===== src/rtl/acc_pkg.sv =====
package acc_pkg;
  localparam int OPW  = 4;
  localparam int NSRC = 2;
  localparam int SRC_MEM = 0;
  localparam int SRC_ACC = 1;

  localparam logic [OPW-1:0] OP_LOAD  = 4'h1;
  localparam logic [OPW-1:0] OP_ADD   = 4'h2;
  localparam logic [OPW-1:0] OP_STORE = 4'h3;
  localparam logic [OPW-1:0] OP_SUB   = 4'h4;
  localparam logic [OPW-1:0] OP_CLR   = 4'h5;
  localparam logic [OPW-1:0] OP_HALT  = 4'hF;

  typedef enum logic [1:0] {
    ST_FETCH_A = 2'd0,
    ST_FETCH_B = 2'd1,
    ST_EXEC    = 2'd2,
    ST_HALT    = 2'd3
  } step_e;

  typedef enum logic [1:0] {
    FN_CLR  = 2'd0,
    FN_ADD  = 2'd1,
    FN_SUB  = 2'd2,
    FN_PASS = 2'd3
  } alu_fn_e;

  typedef struct packed {
    logic [NSRC-1:0] drv_en;
    logic            ir_ld;
    logic            pc_inc;
    logic            acc_ld;
    alu_fn_e         alu_fn;
    logic            mem_we;
    logic            addr_ir;
  } ctrl_t;
endpackage


===== src/rtl/acc_alu.sv =====
module acc_alu #(
  parameter int DW = 8
) (
  input  acc_pkg::alu_fn_e fn,
  input  logic [DW-1:0]    a,
  input  logic [DW-1:0]    b,
  output logic [DW-1:0]    y
);
  import acc_pkg::*;

  always_comb begin
    unique case (fn)
      FN_CLR:  y = '0;
      FN_ADD:  y = a + b;
      FN_SUB:  y = a - b;
      default: y = b;
    endcase
  end
endmodule


===== src/rtl/acc_mem.sv =====
module acc_mem #(
  parameter int DW = 8,
  parameter int AW = 4,
  localparam int DEPTH = 1 << AW,
  parameter logic [DW*DEPTH-1:0] INIT = '0
) (
  input  logic          clk,
  input  logic          rst_n,
  input  logic [AW-1:0] addr,
  input  logic          we,
  input  logic [DW-1:0] wdata,
  output logic [DW-1:0] rdata
);
  logic [DW-1:0] mem_q [DEPTH];

  generate
    for (genvar i = 0; i < DEPTH; i++) begin : g_word
      logic wr_en;
      assign wr_en = we && (addr == AW'(i));
      always_ff @(posedge clk or negedge rst_n) begin
        if (!rst_n)     mem_q[i] <= INIT[i*DW +: DW];
        else if (wr_en) mem_q[i] <= wdata;
      end
    end
  endgenerate

  assign rdata = mem_q[addr];
endmodule


===== src/rtl/acc_ctrl.sv =====
module acc_ctrl (
  input  logic                  clk,
  input  logic                  rst_n,
  input  logic [acc_pkg::OPW-1:0] opcode,
  output acc_pkg::ctrl_t        ctrl,
  output acc_pkg::step_e        step
);
  import acc_pkg::*;

  step_e step_q, step_d;

  always_comb begin
    step_d = step_q;
    unique case (step_q)
      ST_FETCH_A: step_d = ST_FETCH_B;
      ST_FETCH_B: step_d = ST_EXEC;
      ST_EXEC:    step_d = (opcode == OP_HALT) ? ST_HALT : ST_FETCH_A;
      default:    step_d = ST_HALT;
    endcase
  end

  always_ff @(posedge clk or negedge rst_n) begin
    if (!rst_n) step_q <= ST_FETCH_A;
    else        step_q <= step_d;
  end

  always_comb begin
    ctrl = '{drv_en: '0, ir_ld: 1'b0, pc_inc: 1'b0, acc_ld: 1'b0,
             alu_fn: FN_PASS, mem_we: 1'b0, addr_ir: 1'b0};
    unique case (step_q)
      ST_FETCH_A: begin
        ctrl.drv_en[SRC_MEM] = 1'b1;
        ctrl.ir_ld           = 1'b1;
      end
      ST_FETCH_B: ctrl.pc_inc = 1'b1;
      ST_EXEC: begin
        ctrl.addr_ir = 1'b1;
        unique case (opcode)
          OP_LOAD, OP_ADD, OP_SUB: begin
            ctrl.drv_en[SRC_MEM] = 1'b1;
            ctrl.acc_ld          = 1'b1;
            ctrl.alu_fn = (opcode == OP_ADD) ? FN_ADD :
                          (opcode == OP_SUB) ? FN_SUB : FN_PASS;
          end
          OP_CLR: begin
            ctrl.acc_ld = 1'b1;
            ctrl.alu_fn = FN_CLR;
          end
          OP_STORE: begin
            ctrl.drv_en[SRC_ACC] = 1'b1;
            ctrl.mem_we          = 1'b1;
          end
          default: ;
        endcase
      end
      default: ;
    endcase
  end

  assign step = step_q;
endmodule


===== src/rtl/acc_seq_top.sv =====
module acc_seq_top #(
  parameter int DW = 8,
  parameter int AW = 4,
  localparam int DEPTH = 1 << AW,
  parameter logic [DW*DEPTH-1:0] PROG = '0
) (
  input  logic          clk,
  input  logic          rst_n,
  output logic [DW-1:0] acc_o,
  output logic          zero_o,
  output logic          halted_o,
  output logic [AW-1:0] pc_o,
  output logic [DW-1:0] ir_o,
  output logic [DW-1:0] bus_o,
  output logic [1:0]    drv_en_o,
  output logic          mem_we_o
);
  import acc_pkg::*;

  ctrl_t         ctrl;
  step_e         step;
  logic [AW-1:0] pc_q, pc_d, mem_addr;
  logic [DW-1:0] ir_q, ir_d, acc_q, acc_d, alu_y, mem_rd, bus;
  logic [DW-1:0] src [NSRC];

  acc_ctrl u_ctrl (
    .clk    (clk),
    .rst_n  (rst_n),
    .opcode (ir_q[DW-1 -: OPW]),
    .ctrl   (ctrl),
    .step   (step)
  );

  assign mem_addr = ctrl.addr_ir ? ir_q[AW-1:0] : pc_q;

  acc_mem #(.DW(DW), .AW(AW), .INIT(PROG)) u_mem (
    .clk   (clk),
    .rst_n (rst_n),
    .addr  (mem_addr),
    .we    (ctrl.mem_we),
    .wdata (bus),
    .rdata (mem_rd)
  );

  assign src[SRC_MEM] = mem_rd;
  assign src[SRC_ACC] = acc_q;

  always_comb begin
    bus = '0;
    for (int i = 0; i < NSRC; i++) begin
      if (ctrl.drv_en[i]) bus = bus | src[i];
    end
  end

  acc_alu #(.DW(DW)) u_alu (
    .fn (ctrl.alu_fn),
    .a  (acc_q),
    .b  (bus),
    .y  (alu_y)
  );

  always_comb begin
    pc_d  = ctrl.pc_inc ? pc_q + 1'b1 : pc_q;
    ir_d  = ctrl.ir_ld  ? bus : ir_q;
    acc_d = ctrl.acc_ld ? alu_y : acc_q;
  end

  always_ff @(posedge clk or negedge rst_n) begin
    if (!rst_n) begin
      pc_q  <= '0;
      ir_q  <= '0;
      acc_q <= '0;
    end else begin
      pc_q  <= pc_d;
      ir_q  <= ir_d;
      acc_q <= acc_d;
    end
  end

  assign acc_o    = acc_q;
  assign zero_o   = (acc_q == '0);
  assign halted_o = (step == ST_HALT);
  assign pc_o     = pc_q;
  assign ir_o     = ir_q;
  assign bus_o    = bus;
  assign drv_en_o = ctrl.drv_en;
  assign mem_we_o = ctrl.mem_we;
endmodule


===== config.mk =====
export PLATFORM = sky130hd
export DESIGN_NAME = acc_seq_top
export DESIGN_NICKNAME = d
export VERILOG_FILES = /design/src/rtl/acc_pkg.sv /design/src/rtl/acc_alu.sv /design/src/rtl/acc_mem.sv /design/src/rtl/acc_ctrl.sv /design/src/rtl/acc_seq_top.sv
export SDC_FILE = /design/constraint.sdc
export NUM_CORES = 1
export LEC_CHECK = 0
export ABC_AREA = 1
export BUFFER_PORTS_ARGS = -buffer_cell sky130_fd_sc_hd__clkbuf_2
export CAP_MARGIN = 0
export CELL_PAD_IN_SITES_DETAIL_PLACEMENT = 0
export CELL_PAD_IN_SITES_GLOBAL_PLACEMENT = 1
export CORE_ASPECT_RATIO = 1.25
export CORE_UTILIZATION = 49
export CTS_CLUSTER_DIAMETER = 40
export DETAILED_ROUTE_END_ITERATION = 8
export PLACE_DENSITY_LB_ADDON = 0.05
export SLEW_MARGIN = 20
export SYNTH_ARGS = -nofsm -noshare
export SYNTH_HDL_FRONTEND = slang
export SYNTH_SLANG_ARGS = --single-unit

===== constraint.sdc =====
create_clock -name clk -period 12 [get_ports clk]
set_clock_uncertainty 0.2 [all_clocks]
set_input_delay 2.4 -clock clk [delete_from_list [all_inputs] [get_ports clk]]
set_output_delay 2.4 -clock clk [all_outputs]
set_load 0.005 [all_outputs]

Word-level counts from Yosys, hierarchy flattened --
Index checks and enable logic that the tools add are counted.
Cells by class: add/subtract/negate cells 3, magnitude comparators 1, eq/ne operators 26, muxes and demuxes 19, bitwise operators 2, reductions and logical operators 21
Operators with widths (count):
- == test 4 bit, second input constant | 9
- binary-select mux 8 bit (select 4 bit) | 1
- 2-to-1 mux 8 bit | 4
- == test 4 x 3 -> 1 bit, second input constant | 6
- case mux 8 bit (3 select lines) | 1
- == test 4 x 2 -> 1 bit, second input constant | 4
- logical AND 1 bit | 16
- adder 8 bit | 1
- == test 4 x 1 -> 1 bit, second input constant | 2
- logical NOT 8 bit | 1
- OR 8 bit | 1
- subtractor 8 bit | 1
- == test 2 bit, second input constant | 3
- 2-to-1 mux 1 bit | 6
- case mux 2 bit (3 select lines) | 1
- case mux 3 bit (2 select lines) | 1
- greater-or-equal comparator 5 bit, second input constant | 1
- 2-to-1 mux 5 bit | 1
- NOT 4 -> 5 bit | 1
- adder 4 x 1 -> 4 bit, second input constant | 1
- == test 2 x 1 -> 1 bit, second input constant | 2
- logical NOT 2 bit | 2
- logical NOT 4 bit | 1
- 2-to-1 mux 2 bit | 2
- other kinds (3) | 3
Storage, ports and cells: register bits 150, input bits 2, word-level logic and storage cells 92

Logic depth before layout (Yosys ltp) --
Gate-level depths: netlist (run 1).
depth after elaboration 15, mapped depth 33, mapped depth without buffers 32

Hierarchy --
Synthesis (run 1) repeated with hierarchy kept, for this count alone.
Second synthesis, totals: cells, all modules 1102, area, all modules 7815.0 um2
Modules (own cells, without submodules):
- acc_mem | times used 1, cells each 830, area each 6042.0 um2, seq. area each 3203.1 um2
- acc_seq_top | times used 1, cells each 119, area each 932.1 um2, seq. area each 500.5 um2
- acc_alu | times used 1, cells each 118, area each 634.4 um2, seq. area each 0.0 um2
- acc_ctrl | times used 1, cells each 35, area each 206.4 um2, seq. area each 50.0 um2

Worst setup path after synthesis (run 1) --
No wires, ideal clock.
path kind register -> output, from register u_ctrl.step_q[0], in the netlist u_ctrl.step[0], to output port bus_o[7], data arrival time 1.840 ns, data required time 9.400 ns, setup slack 7.560 ns, stages on the path, launching flop included 14, path through dfrtp_1 -> inv_2 -> nand2_2 -> buf_6 -> nand2_1 -> nand2_4 -> buf_4 -> nand2_1 -> nand2_1 -> nand2_1 -> nand3_1 -> o21bai_1 -> buf_2 -> buf_4
Between the ends: longest elaborated chain between the ends 10, elaborated cells on any way between the ends 13
RTL lines:
- start: declaration | line acc_ctrl.sv:10 | step_e step_q, step_d;
- start signal: assignment | line acc_ctrl.sv:24 | else step_q <= step_d;
- == test 2 bit | line acc_ctrl.sv:30 | unique case (step_q)
- 2-to-1 mux 5 bit | line acc_ctrl.sv:30
- 2-to-1 mux 4 bit | line acc_seq_top.sv:34 | assign mem_addr = ctrl.addr_ir ? ir_q[AW-1:0] : pc_q;
- NOT 4 -> 5 bit (not written as such) | line acc_mem.sv:27 | assign rdata = mem_q[addr];
- binary-select mux 8 bit (select 4 bit) | line acc_mem.sv:27
- 2-to-1 mux 8 bit (not written as such) (2 in a row) | line acc_mem.sv:27
- 2-to-1 mux 8 bit | line acc_seq_top.sv:51 | if (ctrl.drv_en[i]) bus = bus | src[i];
- OR 8 bit | line acc_seq_top.sv:51
- 2-to-1 mux 8 bit * | line acc_seq_top.sv:51
- end: declaration | line acc_seq_top.sv:14 | output logic [DW-1:0] bus_o,
Mark *: on every way between the ends. The rest lies on a longest branch, timed or not. The select of a mux whose other input is x is not followed.

Worst setup path after layout (run 1) --
from register u_ctrl.step_q[0], in the netlist u_ctrl.step[0], to output port bus_o[1]
Same word-level chain as after synthesis.

==> flow_metrics.py, run 1 <==
metrics = {
    "status": {
        "status": "finished, final reports clean",
    },
    "routing": {
        "firstDrtPassIters": 5,
        "drt_iter0_drc": 389,
        "final_antenna_net_count": 0,
        "wl_per_cell_um": 16.5,
        "vias": 6919,
        "wl_um": 22400,
        "drcViolationCount": 0,
        "via_per_inst": 5.10,
    },
    "setup_path": {
        "cpLargestDelayFamily": "simple AND/OR/NAND/NOR gates",
        "ff2ff_setup_slack_ps": 6520,
        "cp_max_fo": 69,
        "crit_slowest_cell": "nor2_2",
        "cp-end-kind": "primary output",
        "cpMostUsedCell": "nand2_1",
        "startpoint_type": "flop",
        "cp_num_buf_inv": 3,
        "path_class": "flop to primary output",
        "cp.required_ps": 9400,
        "cpPeakStageDelay_ps": 620,
        "crit_chain": "inv_2, nand2_2, nand2_4, nand2_4, nand2_1, nand2_1, nand2_1, nand2_1, nand2_1, nand3_1, nor2_1, nor2_2, inv_1, clkbuf_2",
        "cp.arrival_ps": 3550,
    },
    "placed_design": {
        "dp_hpwl_um": 14600,
        "port_buffers": 34,
        "dpl_cell_area_um2": 8360,
        "dpl.cell_count": 1324,
        "place_congestion": 0.803,
    },
    "yosys": {
        "async_reset_ff_frac": 1.00,
        "synth_area_um2": 8140,
        "yosysSeqAreaShare": 0.461,
        "ys.flop_type": "dfrtp_1",
        "synth_fp_nets": 1133,
        "avgSynthCellArea_um2": 7.28,
        "syn_inst": 1118,
        "ys_seq_elements": 150,
        "synth_edf_count": 0,
        "ys_warn_count": 0,
        "ys_types": 38,
    },
    "cts": {
        "clock-root-buffer": "clkbuf_16",
        "htreeDepth": 4,
        "cts_tree": "built",
        "post_cts_buffers": 0,
        "clkTransAtPathRegs_ps": 70,
        "cts_buffer_depth": 2,
        "cts.sinks": 150,
        "cts_inserted_buffers": 17,
        "cts.hold.buffers_added": 0,
        "clock_latency_ps": 430,
        "cts_resized": 0,
    },
    "timing": {
        "fin_crit_sh": 0.513,
        "rsz0062_at_grt": "false",
        "drv_slew": 0,
        "hold_viol_final": 0,
        "slew_headroom": 0.436,
        "setup_viol": 0,
        "worstMarginPinSlew_ps": 846,
        "layout_min_cycle_time_ps": 6150,
        "fin_hold_ws_ps": 282,
        "timing.fmax_mhz": 163,
        "setup_tns_ps": 0,
    },
    "die": {
        "coreArea_um2": 16200,
        "ios": 35,
        "die_x_um": 117,
        "die_h_um": 146,
        "start_util": 0.502,
        "dieArea_um2": 17100,
        "rows": 52,
    },
    "global_routing": {
        "antenna_found_initial": 0,
        "gr-usage-all-layers": 0.284,
        "first_global_vias": 6563,
        "grt_pass1_wl_um": 36000,
        "grt_overflow": 0,
        "grt_start_max_net_pins": 91,
    },
    "power": {
        "power.total_uw": 1070,
        "power_density_nw_per_um2": 120,
        "ir_drop_uv": 96.7,
        "power_leakage_uw": 0.00422,
    },
    "layout": {
        "diodes": 0,
        "area.growth.synth_to_final_pct": 10.1,
        "seqCellArea_um2": 3750,
        "stdcell_count": 1356,
        "fillers": 1621,
        "design_area_um2": 8960,
        "drive_above_1_share": 0.0974,
        "multi_input_area_um2": 3530,
        "fin_nets": 1142,
    },
    "flow_run": {
        "cap_violations": 0,
    },
    "worst_hold_path": {
        "hp-class": "flop to flop",
    },
}
synthesized netlist by cell type, types with 3 or more instances:
library cell | number | area (µm²)
nand2_2 | 6 | 37.5
nand2_1 | 412 | 1550
inv_1 | 138 | 518
nand4_1 | 3 | 18.8
inv_2 | 5 | 18.8
dfrtp_1 | 150 | 3750
xor2_1 | 7 | 61.3
nand2_4 | 3 | 33.8
buf_6 | 6 | 67.6
o21ai_1 | 20 | 100
o21ai_0 | 146 | 731
o21ai_4 | 3 | 48.8
nor2_4 | 4 | 45.0
clkbuf_1 | 14 | 52.6
buf_2 | 28 | 140
nand3_1 | 31 | 155
a22oi_1 | 3 | 22.5
a21oi_1 | 10 | 50.1
ha_1 | 12 | 150
nor2_1 | 84 | 315
nor2_2 | 4 | 25.0
a31oi_1 | 3 | 18.8
buf_4 | 6 | 45.0
cell usage in the layout, fill, tap and decap left out, drive strengths merged:
master	synthesis	layout
a211oi	1	1
a21oi	12	12
a22oi	3	3
a31oi	4	4
a32oi	1	1
buf	40	11
bufinv	0	3
clkbuf	14	53
clkinv	1	7
clkinvlp	0	1
dfrtp	150	150
fa	1	1
ha	12	12
inv	144	146
nand2	421	421
nand3	34	34
nand4	3	3
nor2	92	92
nor3	2	2
o21ai	171	171
o21bai	2	2
or2	1	1
xnor2	2	2
xor2	7	7
tightest hold or removal path, cell delays in order, from the launching register on:
cell,delay [ps]
dfrtp_1,340
nand2_1,50
o21ai_0,60
power by group:
part	internal (µW)	switching (µW)	total, µW
clock network	338	220	558
logic	0.518	9.87	10.4
registers	506	0	506
total	844	230	1070
layout make-up:
class / instances / area share
clock inverters: 12 / 0.0166
inverters: 145 / 0.0610
clock buffers: 20 / 0.0510
multi-input cells: 769 / 0.394
well taps: 216 / 0.0302
repair buffers: 44 / 0.0281
flip-flops and latches: 150 / 0.419
routing by layer:
layer | global-route usage | vias to the layer above | part of all wire
met3 | 0.0448 | 11 | 0.031
li1 | - | 3470 | -
met5 | 0 | - | 0
met1 | 0.376 | 3302 | 0.45
met4 | 0.0614 | 0 | 0.0073
met2 | 0.486 | 136 | 0.51
cell families (layout without fill, tap and decap cells):
| family | count (synthesis) | after routing | share of synthesized area |
|---|---|---|---|
| AOI/OAI and AO/OA | 194 | 194 | 0.129 |
| buffers and inverters | 199 | 221 | 0.105 |
| DFF | 150 | 150 | 0.461 |
| xor gates and xnor gates | 9 | 9 | 0.00968 |
| adders and majority gates | 13 | 13 | 0.0209 |
| and+or+nand+nor | 553 | 553 | 0.275 |
sequential cells by signal, summed over array words and instances (netlist names):
register / count
u_ctrl.step: 2
u_mem.mem_q: 128
pc_o: 4
ir_o: 8
acc_o: 8
through the flow:
stage          worst slack [ps]  utilization
2_1_floorplan              7560            -
3_3_place_gp               6360        0.516
3_5_place_dp               6310        0.516
4_1_cts                    5830        0.553
5_1_grt                    5460        0.553
6_report                   5850        0.553
path summary, 6_finish.rpt:
check | startpoint | endpoint | depth (start not counted)
max | u_ctrl.step[0] | bus_o[1] | 14
min | u_mem.mem_q[6] | u_mem.mem_q[6] | 2
max reg2reg | u_ctrl.step[0] | acc_o[7] | 30
min reg2reg | u_mem.mem_q[6] | u_mem.mem_q[6] | 2
max in group asynchronous | rst_n | u_mem.mem_q[72] | 2
min in group asynchronous | rst_n | u_mem.mem_q[116] | 1
Power figures use the tool's default switching activity.
==> run 2: changes to the inputs <==
--- a/config.mk
+++ b/config.mk
@@ -11,7 +11,7 @@
 export CELL_PAD_IN_SITES_DETAIL_PLACEMENT = 0
 export CELL_PAD_IN_SITES_GLOBAL_PLACEMENT = 1
 export CORE_ASPECT_RATIO = 1.25
-export CORE_UTILIZATION = 49
+export CORE_UTILIZATION = 46
 export CTS_CLUSTER_DIAMETER = 40
 export DETAILED_ROUTE_END_ITERATION = 8
 export PLACE_DENSITY_LB_ADDON = 0.05
==> constraint.sdc (replaced) <==
create_clock -name clk -period 5.69 [get_ports clk]
set_clock_uncertainty 0.2 [all_clocks]
set_input_delay 1.138 -clock clk [delete_from_list [all_inputs] [get_ports clk]]
set_output_delay 1.138 -clock clk [all_outputs]
set_load 0.005 [all_outputs]
==> flow_metrics.py, run 2 (same netlist as run 1, synthesis figures left out) <==
metrics = {
    "status": {
        "status": "finished, final reports clean",
    },
    "routing": {
        "wl_per_cell_um": 16.3,
        "drt_iter0_drc": 488,
        "wl_um": 22400,
        "vias": 6867,
        "drcViolationCount": 0,
        "firstDrtPassIters": 5,
        "final_antenna_net_count": 0,
        "via_per_inst": 5.01,
    },
    "cts": {
        "cts_resized": 0,
        "clock-root-buffer": "clkbuf_16",
        "post_cts_buffers": 0,
        "htreeDepth": 4,
        "cts.hold.buffers_added": 0,
        "cts_tree": "built",
        "cts_inserted_buffers": 17,
        "clkTransAtPathRegs_ps": 60,
        "cts_buffer_depth": 2,
        "cts.sinks": 150,
        "clock_latency_ps": 430,
    },
    "global_routing": {
        "grt_start_max_net_pins": 80,
        "first_global_vias": 6636,
        "grt_overflow": 0,
        "grt_pass1_wl_um": 36100,
        "gr-usage-all-layers": 0.264,
        "antenna_found_initial": 0,
    },
    "setup_path": {
        "cp-end-kind": "primary output",
        "cp.required_ps": 4350,
        "startpoint_type": "flop",
        "path_class": "flop to primary output",
        "cp.arrival_ps": 3700,
        "cp_max_fo": 52,
    },
    "layout": {
        "diodes": 0,
        "drive_above_1_share": 0.0986,
        "fin_nets": 1148,
        "final_common_cell": "nand2_1",
        "area.growth.synth_to_final_pct": 10.5,
        "utilization": 0.518,
        "largest_register_ffs": 128,
        "mostFrequentLayoutCells": "nand2_1, dfrtp_1, o21ai_0",
        "max_flop_register": "u_mem.mem_q",
    },
    "timing": {
        "slew_headroom": 0.516,
        "setup_viol": 0,
        "worstMarginPinSlew_ps": 726,
        "layout_min_cycle_time_ps": 5030,
        "setup_tns_ps": 0,
        "timing.fmax_mhz": 199,
        "fin_crit_sh": 0.885,
        "drv_slew": 0,
        "rsz0062_at_grt": "false",
        "hold_viol_final": 0,
    },
    "power": {
        "power_density_nw_per_um2": 247,
        "ir_drop_uv": 202,
        "power_leakage_uw": 0.00422,
    },
    "die": {
        "dieArea_um2": 18200,
        "rows": 54,
        "coreArea_um2": 17400,
        "ios": 35,
        "die_x_um": 121,
        "die_h_um": 151,
        "start_util": 0.469,
    },
    "placed_design": {
        "dp_hpwl_um": 15600,
        "port_buffers": 34,
        "place_congestion": 0.848,
    },
    "worst_hold_path": {
        "hp-class": "flop to flop",
    },
    "flow_run": {
        "cap_violations": 0,
    },
}
run 2: cell types whose count changed in the layout (fill, tap and decap cells not counted), sizes merged:
| cell | before | now |
|---|---|---|
| buf | 11 | 17 |
| clkbuf | 53 | 58 |
| inv | 146 | 145 |
| bufinv | 3 | 2 |
| clkinv | 7 | 3 |
| clkinvlp | 1 | 2 |
run 2: layout make-up:
type,count,area (µm²)
clock inverter,7,93.8
multi-input combinational,769,3530
clock buffer,25,485
fill,1780,8370
timing repair buffer,50,297
sequential,150,3750
tap,224,280
inverter,145,547
run 2: path summary, 6_finish.rpt:
check                                 from               end  slack [ps]  depth (start not counted)
max                         u_ctrl.step[0]          bus_o[4]         660                         16
min                        u_mem.mem_q[24]   u_mem.mem_q[24]         280                          2
max reg2reg                 u_ctrl.step[0]          acc_o[7]         680                         30
min reg2reg                u_mem.mem_q[24]   u_mem.mem_q[24]         280                          2
max in group asynchronous            rst_n   u_mem.mem_q[89]        3690                          2
min in group asynchronous            rst_n  u_mem.mem_q[100]         540                          1
run 2: where the power goes:
group          internal (µW)  total (µW)  switching, µW
clock network            681        1130            450
registers               1070        1070              0
logic                   1.55        22.5           21.0
total                   1750        2220            471
run 2: worst max-delay path, stage by stage (launching register included):
cell,delay (ps)
dfrtp_1,420
inv_2,110
nand2_2,310
nand2_4,170
nand2_4,460
buf_4,330
nand2_1,70
nand2_1,70
nand2_1,50
nand2_1,60
nand2_1,90
nand3_1,180
nor2_1,90
nor2_1,270
buf_4,340
inv_1,90
clkbuf_2,120
run 2: per-layer routing:
layer,vias up,wire (µm),global-route usage
met2,114,11300,0.460
met4,0,427,0.0790
li1,3470,-,-
met5,-,0,0
met1,3249,10100,0.338
met3,34,548,0.0379
run 2: metrics by stage:
stage               setup slack (ps)  instance area [µm²]  std cells  hold WS (ps)  power [µW]
global route                     110                 8990       1370           304        2280
floorplan                       1740                 8140       1118           248        1090
finish                           657                 8990       1370           283        2220
CTS                              636                 8990       1370           283        2240
detailed placement               722                 8410       1338           268        1110
global placement                 801                 8410       1338           261        1110
==> run 3: changes to the inputs <==
--- a/config.mk
+++ b/config.mk
@@ -7,11 +7,11 @@
 export LEC_CHECK = 0
 export ABC_AREA = 1
 export BUFFER_PORTS_ARGS = -buffer_cell sky130_fd_sc_hd__clkbuf_2
-export CAP_MARGIN = 0
+export CAP_MARGIN = 20
 export CELL_PAD_IN_SITES_DETAIL_PLACEMENT = 0
 export CELL_PAD_IN_SITES_GLOBAL_PLACEMENT = 1
 export CORE_ASPECT_RATIO = 1.25
-export CORE_UTILIZATION = 46
+export CORE_UTILIZATION = 45
 export CTS_CLUSTER_DIAMETER = 40
 export DETAILED_ROUTE_END_ITERATION = 8
 export PLACE_DENSITY_LB_ADDON = 0.05
==> flow_metrics.py, run 3 (same netlist as run 1, synthesis figures left out) <==
metrics = {
    "die": {
        "die_x_um": 122,
        "die_h_um": 152,
        "coreArea_um2": 17600,
        "start_util": 0.463,
        "ios": 35,
        "rows": 54,
        "dieArea_um2": 18600,
    },
    "placed_design": {
        "pre_cts_ws_ps": 309,
        "port_buffers": 34,
        "dp_hpwl_um": 16000,
        "dpl_cell_area_um2": 8450,
        "place_congestion": 0.879,
        "dpl.cell_count": 1343,
    },
    "setup_path": {
        "path_class": "flop to flop",
        "cp_max_fo": 31,
        "cp.arrival_ps": 5300,
        "cpLargestDelayFamily": "simple AND/OR/NAND/NOR gates",
        "cp-startpoint": "u_ctrl.step[0]",
        "cpPeakStageDelay_ps": 420,
        "r2r-start": "u_ctrl.step[0]",
        "cp.required_ps": 5850,
        "cp_num_buf_inv": 5,
        "cp-end-kind": "flop",
        "startpoint_type": "flop",
        "cpMostUsedCell": "nand2_1",
        "crit_slowest_cell": "dfrtp_1",
    },
    "layout": {
        "final_common_cell": "nand2_1",
        "mostFrequentLayoutCells": "nand2_1, dfrtp_1, o21ai_0",
        "fillers": 1866,
        "stdcell_count": 1374,
        "fin_nets": 1153,
        "area.growth.synth_to_final_pct": 11.5,
        "utilization": 0.517,
        "design_area_um2": 9070,
        "max_flop_register": "u_mem.mem_q",
        "diodes": 0,
        "largest_register_ffs": 128,
        "drive_above_1_share": 0.106,
    },
    "routing": {
        "via_per_inst": 5.03,
        "highest_layer": "met4",
        "route.met2.wl_um": 11500,
        "vias": 6912,
        "drcViolationCount": 0,
        "wl_um": 23200,
        "wl_met1_um": 10500,
        "wl_per_cell_um": 16.9,
        "firstDrtPassIters": 5,
        "wl_met3_um": 720,
        "final_antenna_net_count": 0,
        "drt_iter0_drc": 443,
    },
    "timing": {
        "timing.fmax_mhz": 195,
        "rsz0062_at_grt": "false",
        "setup_viol": 0,
        "hold_viol_final": 0,
        "worstMarginPinSlew_ps": 660,
        "setup_tns_ps": 0,
        "drv_slew": 0,
        "slew_headroom": 0.560,
        "layout_min_cycle_time_ps": 5140,
        "fin_crit_sh": 0.903,
        "fin_ws_ps": 550,
    },
    "status": {
        "status": "finished, final reports clean",
    },
    "power": {
        "power_leakage_uw": 0.00427,
        "p_comb_frac": 0.010,
        "power_density_nw_per_um2": 253,
        "ir_drop_uv": 191,
        "p_sw_frac": 0.213,
        "clock_power_share": 0.526,
        "switching_power_uw": 490,
        "seqPwrFrac": 0.464,
        "intPower_uw": 1810,
    },
    "cts": {
        "cts.hold.buffers_added": 0,
        "cts_tree": "built",
        "clock-root-buffer": "clkbuf_16",
        "cts_inserted_buffers": 17,
        "cts.sinks": 150,
        "cts_buffer_depth": 2,
        "clock_latency_ps": 430,
        "htreeDepth": 4,
        "clkTransAtPathRegs_ps": 70,
    },
    "worst_hold_path": {
        "min-delay-start": "u_mem.mem_q[17]",
        "hp-class": "flop to flop",
    },
    "global_routing": {
        "grt_overflow": 0,
        "first_global_vias": 6755,
        "gr-usage-all-layers": 0.265,
        "antenna_found_initial": 0,
        "grt_pass1_wl_um": 37000,
        "grt_start_max_net_pins": 71,
    },
    "flow_run": {
        "cap_violations": 0,
    },
}
-- run 3: repair_timing --
item                                   CTS  global route
setup endpoints to repair                0             1
endpoints found under the hold margin    0             0
setup buffers                            0             0
gates resized for setup                  0             1
-- run 3: final timing paths --
check	to	slack, ps	cells past startpoint
max in group asynchronous	u_mem.mem_q[76]	3710	2
setup / recovery	acc_o[7]	550	31
hold reg to reg	u_mem.mem_q[17]	280	2
setup reg to reg	acc_o[7]	550	31
hold / removal	u_mem.mem_q[17]	280	2
min in group asynchronous	u_mem.mem_q[126]	530	1
-- run 3: power by group through the flow --
stage	Clock, µW	Sequential (µW)	Combinational (µW)
4_1_cts	1220	1070	24.9
3_5_place_dp	0	1090	24.8
6_report	1210	1070	23.1
2_1_floorplan	0	1090	0.00179
5_1_grt	1260	1070	28.0
3_3_place_gp	0	1090	25.1
-- run 3: cell type report --
| class | count | area [µm²] | area share |
|---|---|---|---|
| inverter | 145 | 547 | 0.0603 |
| multi-input combinational | 769 | 3540 | 0.390 |
| timing repair buffer | 55 | 334 | 0.0368 |
| clock buffer | 18 | 439 | 0.0484 |
| tap | 224 | 280 | 0.0309 |
| sequential | 150 | 3750 | 0.414 |
| clock inverter | 13 | 180 | 0.0199 |
-- run 3: metal layers --
layer | global-route usage | vias up
met4 | 0.0941 | 0
met2 | 0.447 | 142
met1 | 0.341 | 3248
li1 | - | 3490
met3 | 0.0385 | 32
met5 | 0 | -
-- run 3: stage by stage --
step                total power (µW)  hold slack [ps]
floorplan                       1090              248
global placement                1110              260
detailed placement              1110              270
CTS                             2310              283
global route                    2360              303
finish                          2300              284
-- run 3: worst register-to-register path, delay by kind of cell (launching register included) --
kind                       cells  cell delay, ps
AOI/OAI and AO/OA              5             700
xor gates and xnor gates       1             210
adders and majority gates      2             610
buffers and inverters          5             840
DFF                            1             420
and+or+nand+nor               18            2070
